$ cat src/rtl/uart_tx_pkg.sv
package uart_tx_pkg;
  localparam int DATA_W  = 9;
  localparam int FRAME_W = 13;  // start + 9 data + parity + 2 stop
  localparam int OVS     = 16;  // ticks per bit

  typedef struct packed {
    logic nine;
    logic par_en;
    logic par_odd;
    logic two_stop;
  } frame_cfg_t;
endpackage

$ cat src/rtl/uart_tx_baud.sv
module uart_tx_baud #(
  parameter int DIV_W = 12,
  parameter int OVS   = uart_tx_pkg::OVS
) (
  input  logic             clk_i,
  input  logic             rst_ni,
  input  logic [DIV_W-1:0] div_i,
  input  logic             clear_i,
  input  logic             run_i,
  output logic             bit_end_o
);
  localparam int SUB_W = $clog2(OVS);

  logic [DIV_W-1:0] cnt_q;
  logic [SUB_W-1:0] sub_q;
  logic             tick;

  assign tick      = run_i && (cnt_q == '0);
  assign bit_end_o = tick && (sub_q == SUB_W'(OVS - 1));

  always_ff @(posedge clk_i or negedge rst_ni) begin
    if (!rst_ni) begin
      cnt_q <= '0;
      sub_q <= '0;
    end else if (clear_i) begin
      cnt_q <= div_i;
      sub_q <= '0;
    end else if (run_i) begin
      if (tick) begin
        cnt_q <= div_i;
        sub_q <= (sub_q == SUB_W'(OVS - 1)) ? '0 : sub_q + 1'b1;
      end else begin
        cnt_q <= cnt_q - 1'b1;
      end
    end
  end
endmodule

$ cat src/rtl/uart_tx_shift.sv
module uart_tx_shift
  import uart_tx_pkg::*;
(
  input  logic              clk_i,
  input  logic              rst_ni,
  input  logic              load_i,
  input  logic [DATA_W-1:0] data_i,
  input  frame_cfg_t        cfg_i,
  input  logic              bit_end_i,
  output logic              txd_o,
  output logic              busy_o,
  output logic              done_o
);
  localparam int CNT_W = $clog2(FRAME_W + 1);

  logic [FRAME_W-1:0] frame, sr_q;
  logic [CNT_W-1:0]   nbits, left_q;
  logic               par;

  assign par = (^data_i[7:0]) ^ (cfg_i.nine & data_i[8]) ^ cfg_i.par_odd;

  always_comb begin
    int pos;
    frame    = '1;
    frame[0] = 1'b0;
    for (int i = 0; i < 8; i++) frame[i+1] = data_i[i];
    pos = 9;
    if (cfg_i.nine) begin
      frame[9] = data_i[8];
      pos = 10;
    end
    if (cfg_i.par_en) begin
      frame[pos] = par;
      pos = pos + 1;
    end
    nbits = CNT_W'(pos + 1) + CNT_W'(cfg_i.two_stop);
  end

  assign done_o = busy_o && bit_end_i && (left_q == CNT_W'(1));
  assign txd_o  = busy_o ? sr_q[0] : 1'b1;

  always_ff @(posedge clk_i or negedge rst_ni) begin
    if (!rst_ni) begin
      sr_q   <= '1;
      left_q <= '0;
      busy_o <= 1'b0;
    end else if (load_i) begin
      sr_q   <= frame;
      left_q <= nbits;
      busy_o <= 1'b1;
    end else if (busy_o && bit_end_i) begin
      sr_q   <= {1'b1, sr_q[FRAME_W-1:1]};
      left_q <= left_q - 1'b1;
      if (left_q == CNT_W'(1)) busy_o <= 1'b0;
    end
  end
endmodule

$ cat src/rtl/uart_tx_dbuf.sv
module uart_tx_dbuf
  import uart_tx_pkg::*;
#(
  parameter int DIV_W = 12
) (
  input  logic             clk_i,
  input  logic             rst_ni,
  input  logic [DIV_W-1:0] div_i,
  input  logic             en_i,
  input  logic             nine_bit_i,
  input  logic             par_en_i,
  input  logic             par_odd_i,
  input  logic             two_stop_i,
  input  logic             cts_en_i,
  input  logic             cts_ni,
  input  logic             irq_sel_i,
  input  logic             irq_ack_i,
  input  logic             wr_i,
  input  logic [8:0]       wdata_i,
  output logic             txd_o,
  output logic             buf_empty_o,
  output logic             shift_empty_o,
  output logic             overrun_o,
  output logic             irq_o
);
  logic [DATA_W-1:0] buf_q;
  logic              buf_full_q;
  logic              busy, done, bit_end, start, irq_ev;
  frame_cfg_t        cfg;

  assign cfg   = '{nine: nine_bit_i, par_en: par_en_i,
                   par_odd: par_odd_i, two_stop: two_stop_i};
  // start only at a frame boundary; CTS is not looked at mid-frame
  assign start = buf_full_q && en_i && (!cts_en_i || !cts_ni) && (!busy || done);
  assign irq_ev = irq_sel_i ? (done && !start) : start;

  always_ff @(posedge clk_i or negedge rst_ni) begin
    if (!rst_ni) begin
      buf_q      <= '0;
      buf_full_q <= 1'b0;
      overrun_o  <= 1'b0;
      irq_o      <= 1'b0;
    end else begin
      if (wr_i && !buf_full_q) begin
        buf_q      <= wdata_i;
        buf_full_q <= 1'b1;
        overrun_o  <= 1'b0;
      end else if (wr_i) begin
        overrun_o  <= 1'b1;
      end
      if (start) buf_full_q <= 1'b0;
      irq_o <= irq_ev || (irq_o && !irq_ack_i);
    end
  end

  uart_tx_baud #(.DIV_W(DIV_W)) u_baud (
    .clk_i    (clk_i),
    .rst_ni   (rst_ni),
    .div_i    (div_i),
    .clear_i  (start),
    .run_i    (busy),
    .bit_end_o(bit_end)
  );

  uart_tx_shift u_shift (
    .clk_i    (clk_i),
    .rst_ni   (rst_ni),
    .load_i   (start),
    .data_i   (buf_q),
    .cfg_i    (cfg),
    .bit_end_i(bit_end),
    .txd_o    (txd_o),
    .busy_o   (busy),
    .done_o   (done)
  );

  assign buf_empty_o   = !buf_full_q;
  assign shift_empty_o = !busy;
endmodule

$ cat config.mk
export PLATFORM = sky130hd
export DESIGN_NAME = uart_tx_dbuf
export DESIGN_NICKNAME = d
export VERILOG_FILES = /design/src/rtl/uart_tx_pkg.sv /design/src/rtl/uart_tx_baud.sv /design/src/rtl/uart_tx_shift.sv /design/src/rtl/uart_tx_dbuf.sv
export SDC_FILE = /design/constraint.sdc
export NUM_CORES = 1
export LEC_CHECK = 0
export ABC_AREA = 0
export BUFFER_PORTS_ARGS = -buffer_cell sky130_fd_sc_hd__buf_2
export CELL_PAD_IN_SITES_DETAIL_PLACEMENT = 0
export CELL_PAD_IN_SITES_GLOBAL_PLACEMENT = 1
export CORE_ASPECT_RATIO = 1.1
export CORE_MARGIN = 1
export CORE_UTILIZATION = 41
export CTS_BUF_LIST = sky130_fd_sc_hd__clkbuf_8
export CTS_CLUSTER_DIAMETER = 80
export DETAILED_ROUTE_END_ITERATION = 16
export PLACE_DENSITY_LB_ADDON = 0.1
export SYNTH_ARGS = -nofsm -noshare
export SYNTH_HDL_FRONTEND = slang
export SYNTH_SLANG_ARGS = --single-unit
$ cat constraint.sdc
create_clock -name clk_i -period 6.2 [get_ports clk_i]
set_clock_uncertainty 0.1 [all_clocks]
set_input_delay 1.24 -clock clk_i [delete_from_list [all_inputs] [get_ports clk_i]]
set_output_delay 1.24 -clock clk_i [all_outputs]
set_load 0.01 [all_outputs]
# Word-level counts from Yosys, hierarchy flattened
# Cells that the tools add are included.
[totals] reg_bits=46 latchBits=0 ram_bits=0 romBits=0 in_bits=33 output_inout_bits=5 mem_count=0
[op_classes] addsub=6 mul=0 div_mod_pow=0 magnitude_cmp=2 eq_ne=2 shifts=0 n_mux=27 bitwise=3 reduce_logical=30
[ops] op="$mux W13" n=3
[ops] op="$mux W12" n=3
[ops] op="$mux W4" n=7
[ops] op="$bwmux W13" n=1
[ops] op="$logic_not A12 Y1" n=1
[ops] op="$reduce_bool A2 Y1" n=6
[ops] op="$sub A12 B1 Y12 const B" n=1
[ops] op="$logic_and A1 B1 Y1" n=11
[ops] op="$mux W1" n=11
[ops] op="$add A4 B1 Y4 const B" n=2
[ops] op="$reduce_xor A8 Y1" n=1
[ops] op="$logic_not A1 Y1" n=6
[ops] op="$lt A4 B5 Y1 const B" n=1
[ops] op="$add A4 B1 Y4" n=1
[ops] op="$add A4 B2 Y4 const B" n=1
[ops] op="$demux W1 S4" n=1
[ops] op="$eq A4 B1 Y1 const B" n=1
[ops] op="$eq A4 B4 Y1 const B" n=1
[ops] op="$ge A4 B1 Y1 const B" n=1
[ops] op="$reduce_and A2 Y1" n=2
[ops] op="$sub A4 B1 Y4 const B" n=1
[ops] op="$logic_or A1 B1 Y1" n=3
[ops] op="$mux W2" n=1
[ops] op="$xor A1 B1 Y1" n=2
[ops] op="$and A1 B1 Y1" n=1

# Depth between registers and ports, before layout
# Gate-level depths: netlist of run 1.
[depth] word_depth=11 depth_mapped=9

# Hierarchy
# From an unflattened synthesis of run 1, not the netlist that was laid out.
[unflattened] cells_unflattened=242 area_unflattened_um2=2516.2
[modules_own_cells] module="uart_tx_baud" n_inst=1 cells_each=116 area_each_um2=1123.6
[modules_own_cells] module="uart_tx_shift" n_inst=1 cells_each=90 area_each_um2=895.9
[modules_own_cells] module="uart_tx_dbuf" n_inst=1 cells_each=36 area_each_um2=496.7

# Worst setup path before layout of run 1
# No wires, ideal clock.
[synth_path] path_kind="input to register" start="input port cts_en_i" end="register u_baud.cnt_q[5]" setup_ps=121 arrival_ps=2214 slack_ps=3765 path_stages=6 cell_sequence="nand2_1 nand3_1 nand2_1 clkbuf_1 o21ai_0 a22o_1"
[synth_via] elab_chain_len=5 elab_cells_between_ends=6
[synth_lines] element="from (decl)" line_no="uart_tx_dbuf.sv:14" source="input logic cts_en_i,"
[synth_lines] element="$logic_not A1 Y1 *" line_no="uart_tx_dbuf.sv:34" source="assign start = buf_full_q && en_i && (!cts_en_i || !cts_ni) && (!busy || done);"
[synth_lines] element="$logic_or A1 B1 Y1 *" line_no="uart_tx_dbuf.sv:34"
[synth_lines] element="$logic_and A1 B1 Y1 * (2 in series)" line_no="uart_tx_dbuf.sv:34"
[synth_lines] element="$mux W12 or $reduce_bool A2 Y1 (tied branches)"
[synth_lines] element="to (signal assigned)" line_no="uart_tx_baud.sv:26" source="cnt_q <= div_i;"
[synth_lines] element="to (signal assigned)" line_no="uart_tx_baud.sv:30" source="cnt_q <= div_i;"
[synth_lines] element="to (signal assigned)" line_no="uart_tx_baud.sv:33" source="cnt_q <= cnt_q - 1'b1;"
[synth_lines] element="to (decl)" line_no="uart_tx_baud.sv:14" source="logic [DIV_W-1:0] cnt_q;"
# Mark *: on every way between the ends. The rest lies on a longest branch, timed or not.
# A chain may end at the register's enable or synchronous reset.

# Worst setup path in the final report of run 1
# Ends and elaborated chain as after synthesis.

==> reports/metrics.yaml, run 1 <==
pwr:
  powerDensity_nw_per_um2: 279
  ir_worst_vdd_v: 0.000122
  power.leakage_uw: 0.00124
  p_total_uw: 776
final_layout:
  layout_commonest_cell: "buf_2"
  n_antenna_cell: 0
  nNetsFinal: 324
  design_area_um2: 2790
  final_cell_mix: "buf_2, dfrtp_1, nor2_1, o21ai_0, nand2_1"
  area_growth_pct: 13.0
  layout-drive-gt1-share: 0.262
  utilization: 0.483
timing:
  final.setup.tns_ns: 0
  fmax_ghz: 0.367
  report.final.slew_viol_count: 0
  period_share: 0.440
  worst_slack_ns: 3.47
  setup_viol: 0
  slew_headroom: 0.316
  rsz0062_at_grt: "false"
  worst_pin_slew_ns: 1.03
  finalHoldViolations: 0
  period_needed_ns: 2.73
clock_network:
  cts_sinks: 44
  cts.clk_slew.worst_paths_ns: 0.09
  cts_buffers: 5
  cts_tree: "built"
  htreeDepth: 2
  clock_latency_ns: 0.30
  cts_post_setup_buffers_inserted: 0
  cts-root-buf: "clkbuf_8"
  clock_path_buffers: 2
  cts_resized: 0
  cts_hold_buf: 0
floorplan:
  initial_core_util: 0.427
  num_rows: 29
  dieHeight_um: 83.3
  die_w_um: 75.9
  design.die.area_um2: 6330
  core_um2: 5770
  io_pins: 38
detailed_routing:
  route.detailed.drc: 0
  drtIter0Drc: 100
  first_pass_iters: 4
  finalWirelength_mm: 5.81
  drt-vias-per-instance: 5.41
  drtAntennaViolNets: 0
  vias: 1965
  post_drt_wl_per_cell_um: 16.0
placement:
  gp_congestion: 0.771
  dp_hpwl_mm: 4.22
  place_area_um2: 2710
  buffer_ports.inserted: 37
  dpl_worst_slack_ns: 3.17
critical_path:
  critical_path_class: "input pin to register"
  startpoint_type: "input pin"
  crit_fanout: 18
  required_ns: 6.30
  worstSetupEndpointType: "register"
  crit_arrival_ns: 2.82
synth:
  synthesis.area_um2: 2460
  async_flop_share: 1.00
  synth_seq_cells: 44
  synth_edf_count: 0
  synth_warnings: 0
  seq_area_frac_synth: 0.452
  mappedNetlistNets: 288
  synthCells: 249
  syn_area_per_cell_um2: 9.90
  ys_types: 49
  synthFlopType: "dfrtp_1"
global_routing:
  antenna_found_initial: 0
  grt_max_degree: 45
  grt-ovfl-total: 0
  grt_pass1_vias: 2025
  grt_pass1_wl_mm: 10.0
  grt_use_total: 0.204
run:
  drv_cap: 0
worst_hold_path:
  min_path_type: "register to register"
outcome:
  status: "complete, no violations"
[cell families after synthesis]
group	Yosys count	synth area share
AO/OA/AOI/OAI	56	0.158
XOR/XNOR	13	0.0518
adder cells (fa/ha/maj)	6	0.0335
flip-flops	44	0.452
AND/OR/NAND/NOR	97	0.209
multiplexers	14	0.0624
buffers and inverters	19	0.0335
[worst max-delay path, stage by stage]
cell and delay (ns):
buf_2 0.10, nand2_1 0.12, nand4_1 0.33, nand2_1 0.57
o21ai_0 0.19, a22o_1 0.26
[worst paths after layout]
path,end,cells after the start,slack (ns),start
hold / removal,u_shift.sr_q[1],2,0.41,u_shift.sr_q[1]
min in group asynchronous,u_baud.cnt_q[6],1,1.01,rst_ni
setup reg to reg,u_baud.cnt_q[5],5,3.80,u_baud.cnt_q[4]
max in group asynchronous,buf_q[7],1,4.35,rst_ni
hold reg to reg,u_shift.sr_q[1],2,0.41,u_shift.sr_q[1]
setup / recovery,u_baud.cnt_q[5],6,3.47,cts_en_i
[metrics by stage]
step / std cells / hold WS, ns
5_1_grt: 363 / 0.433
3_5_place_dp: 355 / 0.394
3_3_place_gp: 355 / 0.398
4_1_cts: 363 / 0.416
6_report: 363 / 0.412
2_1_floorplan: 249 / 0.386
[Yosys cell counts (4+ instances only)]
cell type,instances,area [µm²]
nand2_1,17,63.8
mux2_2,11,124
a21oi_1,12,60.1
xor2_1,4,35.0
or3_1,5,31.3
dfrtp_1,33,826
o21ai_0,19,95.1
dfstp_2,11,289
inv_1,11,41.3
nor3_1,14,70.1
xnor2_1,8,70.1
ha_1,5,62.6
nand3_1,9,45.0
nor2_1,28,105
[power breakdown]
part           internal (µW)  total (µW)  switching [µW]
sequential               337         404            66.1
clock                   76.0         175            99.1
combinational            101         198            96.8
[area by class of cell]
| cell class | count | area [µm²] |
|---|---|---|
| well taps | 77 | 96.3 |
| clock buffers | 5 | 68.8 |
| fillers | 559 | 2980 |
| inverters | 11 | 41.3 |
| repair buffers | 37 | 185 |
| multi-input cells | 186 | 1270 |
| flip-flops and latches | 44 | 1110 |
| clock inverters | 3 | 12.5 |
[metal layers]
metal / part of all wire / up-vias / global-route usage / routed length (µm)
met5: 0 / - / 0 / 0
met4: 0.018 / 0 / 0.0822 / 103
met3: 0.029 / 8 / 0.0352 / 167
met2: 0.49 / 38 / 0.337 / 2850
met1: 0.46 / 944 / 0.264 / 2700
li1: - / 975 / - / -
[state kept, by name, summed over array words and instances (netlist names)]
signal and cells:
u_baud.cnt_q 12, u_shift.sr_q 11, buf_q 9, u_baud.sub_q 4, u_shift.left_q 4, buf_full_q 1, irq_o 1, overrun_o 1
u_shift.busy_o 1
Power figures use the tool's default switching activity.
==> run 2: changes to the inputs <==
--- a/config.mk
+++ b/config.mk
@@ -5,7 +5,7 @@
 export SDC_FILE = /design/constraint.sdc
 export NUM_CORES = 1
 export LEC_CHECK = 0
-export ABC_AREA = 0
+export ABC_AREA = 1
 export BUFFER_PORTS_ARGS = -buffer_cell sky130_fd_sc_hd__buf_2
 export CELL_PAD_IN_SITES_DETAIL_PLACEMENT = 0
 export CELL_PAD_IN_SITES_GLOBAL_PLACEMENT = 1
==> constraint.sdc (replaced) <==
create_clock -name clk_i -period 2.7 [get_ports clk_i]
set_clock_uncertainty 0.1 [all_clocks]
set_input_delay 0.54 -clock clk_i [delete_from_list [all_inputs] [get_ports clk_i]]
set_output_delay 0.54 -clock clk_i [all_outputs]
set_load 0.01 [all_outputs]
==> run 2 against run 1 <==
Net effect:
- area after synthesis up 3.1%
- cell count up 25%
- critical path type is now register to register
- sequential power up 68%
- worst setup slack worse by 2.9 ns
- final area up 4.3%
- worst hold slack worse by 0.32 ns
- clock power rose to 2.9 times the previous value
- global-route usage down 0.78 points
- combinational power down 54%
- sequential share of layout area down 1.7 points
- synthesized cell count up 36%
==> reports/metrics.yaml, run 2 <==
outcome:
  status: "complete, no violations"
final_layout:
  largest_reg_flops: 12  # unchanged
  layout_commonest_cell: "nand2_1"
  layout-drive-gt1-share: 0.185  # -0.0771
  reg_top3: "u_baud.cnt_q: 12 flops, u_shift.sr_q: 11 flops, buf_q: 9 flops"
  n_antenna_cell: 0  # unchanged
  area_growth_pct: 14.4
  regMostFlops: "u_baud.cnt_q"
  nNetsFinal: 416  # +28%
  final_cell_mix: "nand2_1, inv_1, buf_2, nor2_1, dfrtp_1"
  utilization: 0.494  # +0.0115
clock_network:
  clock_latency_ns: 0.30  # about the same
  cts_resized: 0  # unchanged
  cts-root-buf: "clkbuf_8"
  cts_sinks: 44  # unchanged
  cts_post_setup_buffers_inserted: 0  # unchanged
  cts_hold_buf: 0  # unchanged
  htreeDepth: 2  # unchanged
  clock_path_buffers: 2  # unchanged
  cts_tree: "built"
  cts.clk_slew.worst_paths_ns: 0.09  # about the same
  cts_buffers: 5  # unchanged
floorplan:
  design.die.area_um2: 6520  # +3.0%
  dieHeight_um: 84.6  # +1.5%
  core_um2: 5880  # +1.9%
  initial_core_util: 0.432  # +0.00507
  die_w_um: 77.1  # +1.5%
  io_pins: 38  # unchanged
  num_rows: 29  # unchanged
detailed_routing:
  first_pass_iters: 4  # unchanged
  drtIter0Drc: 75  # -25%
  post_drt_wl_per_cell_um: 12.5  # -22%
  drtAntennaViolNets: 0  # unchanged
  route.detailed.drc: 0  # unchanged
  vias: 2233  # +14%
  drt-vias-per-instance: 4.91  # -9.3%
  finalWirelength_mm: 5.71  # -1.9%
timing:
  finalHoldViolations: 0  # unchanged
  final.setup.tns_ns: 0  # unchanged
  period_needed_ns: 2.09
  rsz0062_at_grt: "false"
  worst_pin_slew_ns: 0.610  # -0.415 ns
  setup_viol: 0  # unchanged
  slew_headroom: 0.593  # +0.276
  fmax_ghz: 0.480
  timing.hold.ws_ns: 0.0926  # -0.319 ns
  report.final.slew_viol_count: 0  # unchanged
  period_share: 0.772
synth:
  yosysTopAreaCellShare: 0.325  # -0.0101
  yosys.area.top_type: "dfrtp_1"
  synth_warnings: 0  # unchanged
  synth_seq_cells: 44  # unchanged
  seq_area_frac_synth: 0.439  # -0.0136
  synthFlopType: "dfrtp_1"
  syn_area_per_cell_um2: 7.52  # -24%
  async_flop_share: 1.00  # unchanged
  synthTopCellsByArea: "dfrtp_1, nand2_1, dfstp_2, o21ai_0, inv_1"
  synthMostInstantiatedCell: "nand2_1"
  mappedNetlistNets: 377  # +31%
  synthCells: 338  # +36%
  ys_types: 30  # -39%
  synth_common_cells: "nand2_1, inv_1, nor2_1"
  synth_edf_count: 0  # unchanged
  synthesis.area_um2: 2540  # +3.1%
global_routing:
  grt-ovfl-total: 0  # unchanged
  grt_pass1_wl_mm: 10.1  # +0.69%
  antenna_found_initial: 0  # unchanged
  grt_use_total: 0.196  # -0.00781
  grt_pass1_vias: 2190  # +8.1%
  grt_max_degree: 24  # -47%
pwr:
  p_seq_frac: 0.534  # +0.014
  p_int_uw: 975  # +90%
  clkPwrFrac: 0.394  # +0.168
  ir_worst_vdd_v: 0.000310  # +150%
  p_sw_uw: 291  # +11%
  power_frac_comb: 0.072  # -0.183
  power.leakage_uw: 0.00146  # +17%
  p_sw_frac: 0.230  # -0.108
  powerDensity_nw_per_um2: 436  # +56%
run:
  drv_cap: 0  # unchanged
placement:
  gp_congestion: 0.763  # -1.1%
  dp_hpwl_mm: 4.30  # +1.7%
  buffer_ports.inserted: 37  # unchanged
critical_path:
  worstSetupEndpointType: "register"
  crit_arrival_ns: 2.16  # -0.66 ns
  startpoint_type: "register"
  crit_fanout: 17  # -1
  required_ns: 2.77  # -3.53 ns
  critical_path_class: "register to register"
worst_hold_path:
  min_path_type: "input pin to asynchronous set/reset pin"
==> run 2: cell types whose count changed in the layout (fill, tap and decap cells not counted), sizes merged, moves of 5 or more <==
cell | previous run | this run
nor2 | 30 | 38
mux2 | 11 | 1
nand3 | 9 | 23
nand2 | 17 | 99
or3 | 5 | 0
nor3 | 15 | 5
o21ai | 20 | 45
inv | 13 | 41
xnor2 | 8 | 2
a21oi | 12 | 5
==> run 2: metal layers <==
metal,up-vias,wire length [µm],GRT usage,part of all wire
li1,1159,-,-,-
met1,1034,2590,0.226,0.45
met2,32,2870,0.356,0.50
met3,8,176,0.0467,0.031
met4,0,74,0.0583,0.013
met5,-,0,0,0
==> run 2: path summary, 6_finish.rpt <==
| check | from | end | slack (ns) | depth (start not counted) |
|---|---|---|---|---|
| worst max-delay path | u_baud.cnt_q[0] | u_shift.left_q[2] | 0.61 | 9 |
| worst min-delay path | rst_ni | overrun_o | 0.09 | 1 |
| worst max register to register | u_baud.cnt_q[0] | u_shift.left_q[2] | 0.61 | 9 |
| worst min register to register | u_shift.sr_q[9] | u_shift.sr_q[9] | 0.37 | 2 |
| max in group asynchronous | rst_ni | u_shift.sr_q[0] | 1.73 | 2 |
| min in group clk_i | irq_ack_i | irq_o | 0.31 | 2 |
==> run 2: kinds of logic (layout without fill, tap and decap cells) <==
kind of cell / count (synthesis) / after routing / synth area share
buffers and inverters: 49 / 89 / 0.0803
AND/OR/NAND/NOR: 168 / 168 / 0.282
flip-flops: 44 / 44 / 0.439
AO/OA/AOI/OAI: 61 / 61 / 0.131
adder cells (fa/ha/maj): 6 / 6 / 0.0325
multiplexers: 1 / 1 / 0.00443
XOR/XNOR: 9 / 9 / 0.0310
==> run 2: final cells by class <==
type	count	area, µm²
Sequential cell	44	1110
Inverter	40	150
Fill cell	621	2970
Clock inverter	3	38.8
Timing Repair Buffer	41	215
Multi-Input combinational cell	245	1220
Clock buffer	5	68.8
Tap cell	77	96.3
==> run 2: worst max-delay path, stage by stage, from the launching register on <==
cell,delay (ns)
dfrtp_1,0.38
inv_1,0.12
ha_1,0.21
nand2_2,0.08
nor3_4,0.19
nand4_4,0.15
a21oi_4,0.40
nand2_1,0.15
nand3_1,0.09
o21ai_0,0.09
==> run 2: power groups by stage <==
stage	Sequential [µW]	Clock, µW	Combinational [µW]
after CTS	677	516	92.5
after global placement	689	0	91.2
after floorplan	686	0	43.1
after detailed placement	689	0	92.5
final	677	499	90.6
after global routing	678	536	108
==> run 2: stage by stage <==
stage / setup slack, ns / std cells / cell area, µm² / power (µW)
floorplan: 0.983 / 338 / 2540 / 729
global placement: 0.541 / 447 / 2800 / 780
detailed placement: 0.545 / 447 / 2800 / 781
CTS: 0.568 / 455 / 2910 / 1290
global route: 0.397 / 455 / 2910 / 1320
finish: 0.615 / 455 / 2910 / 1270
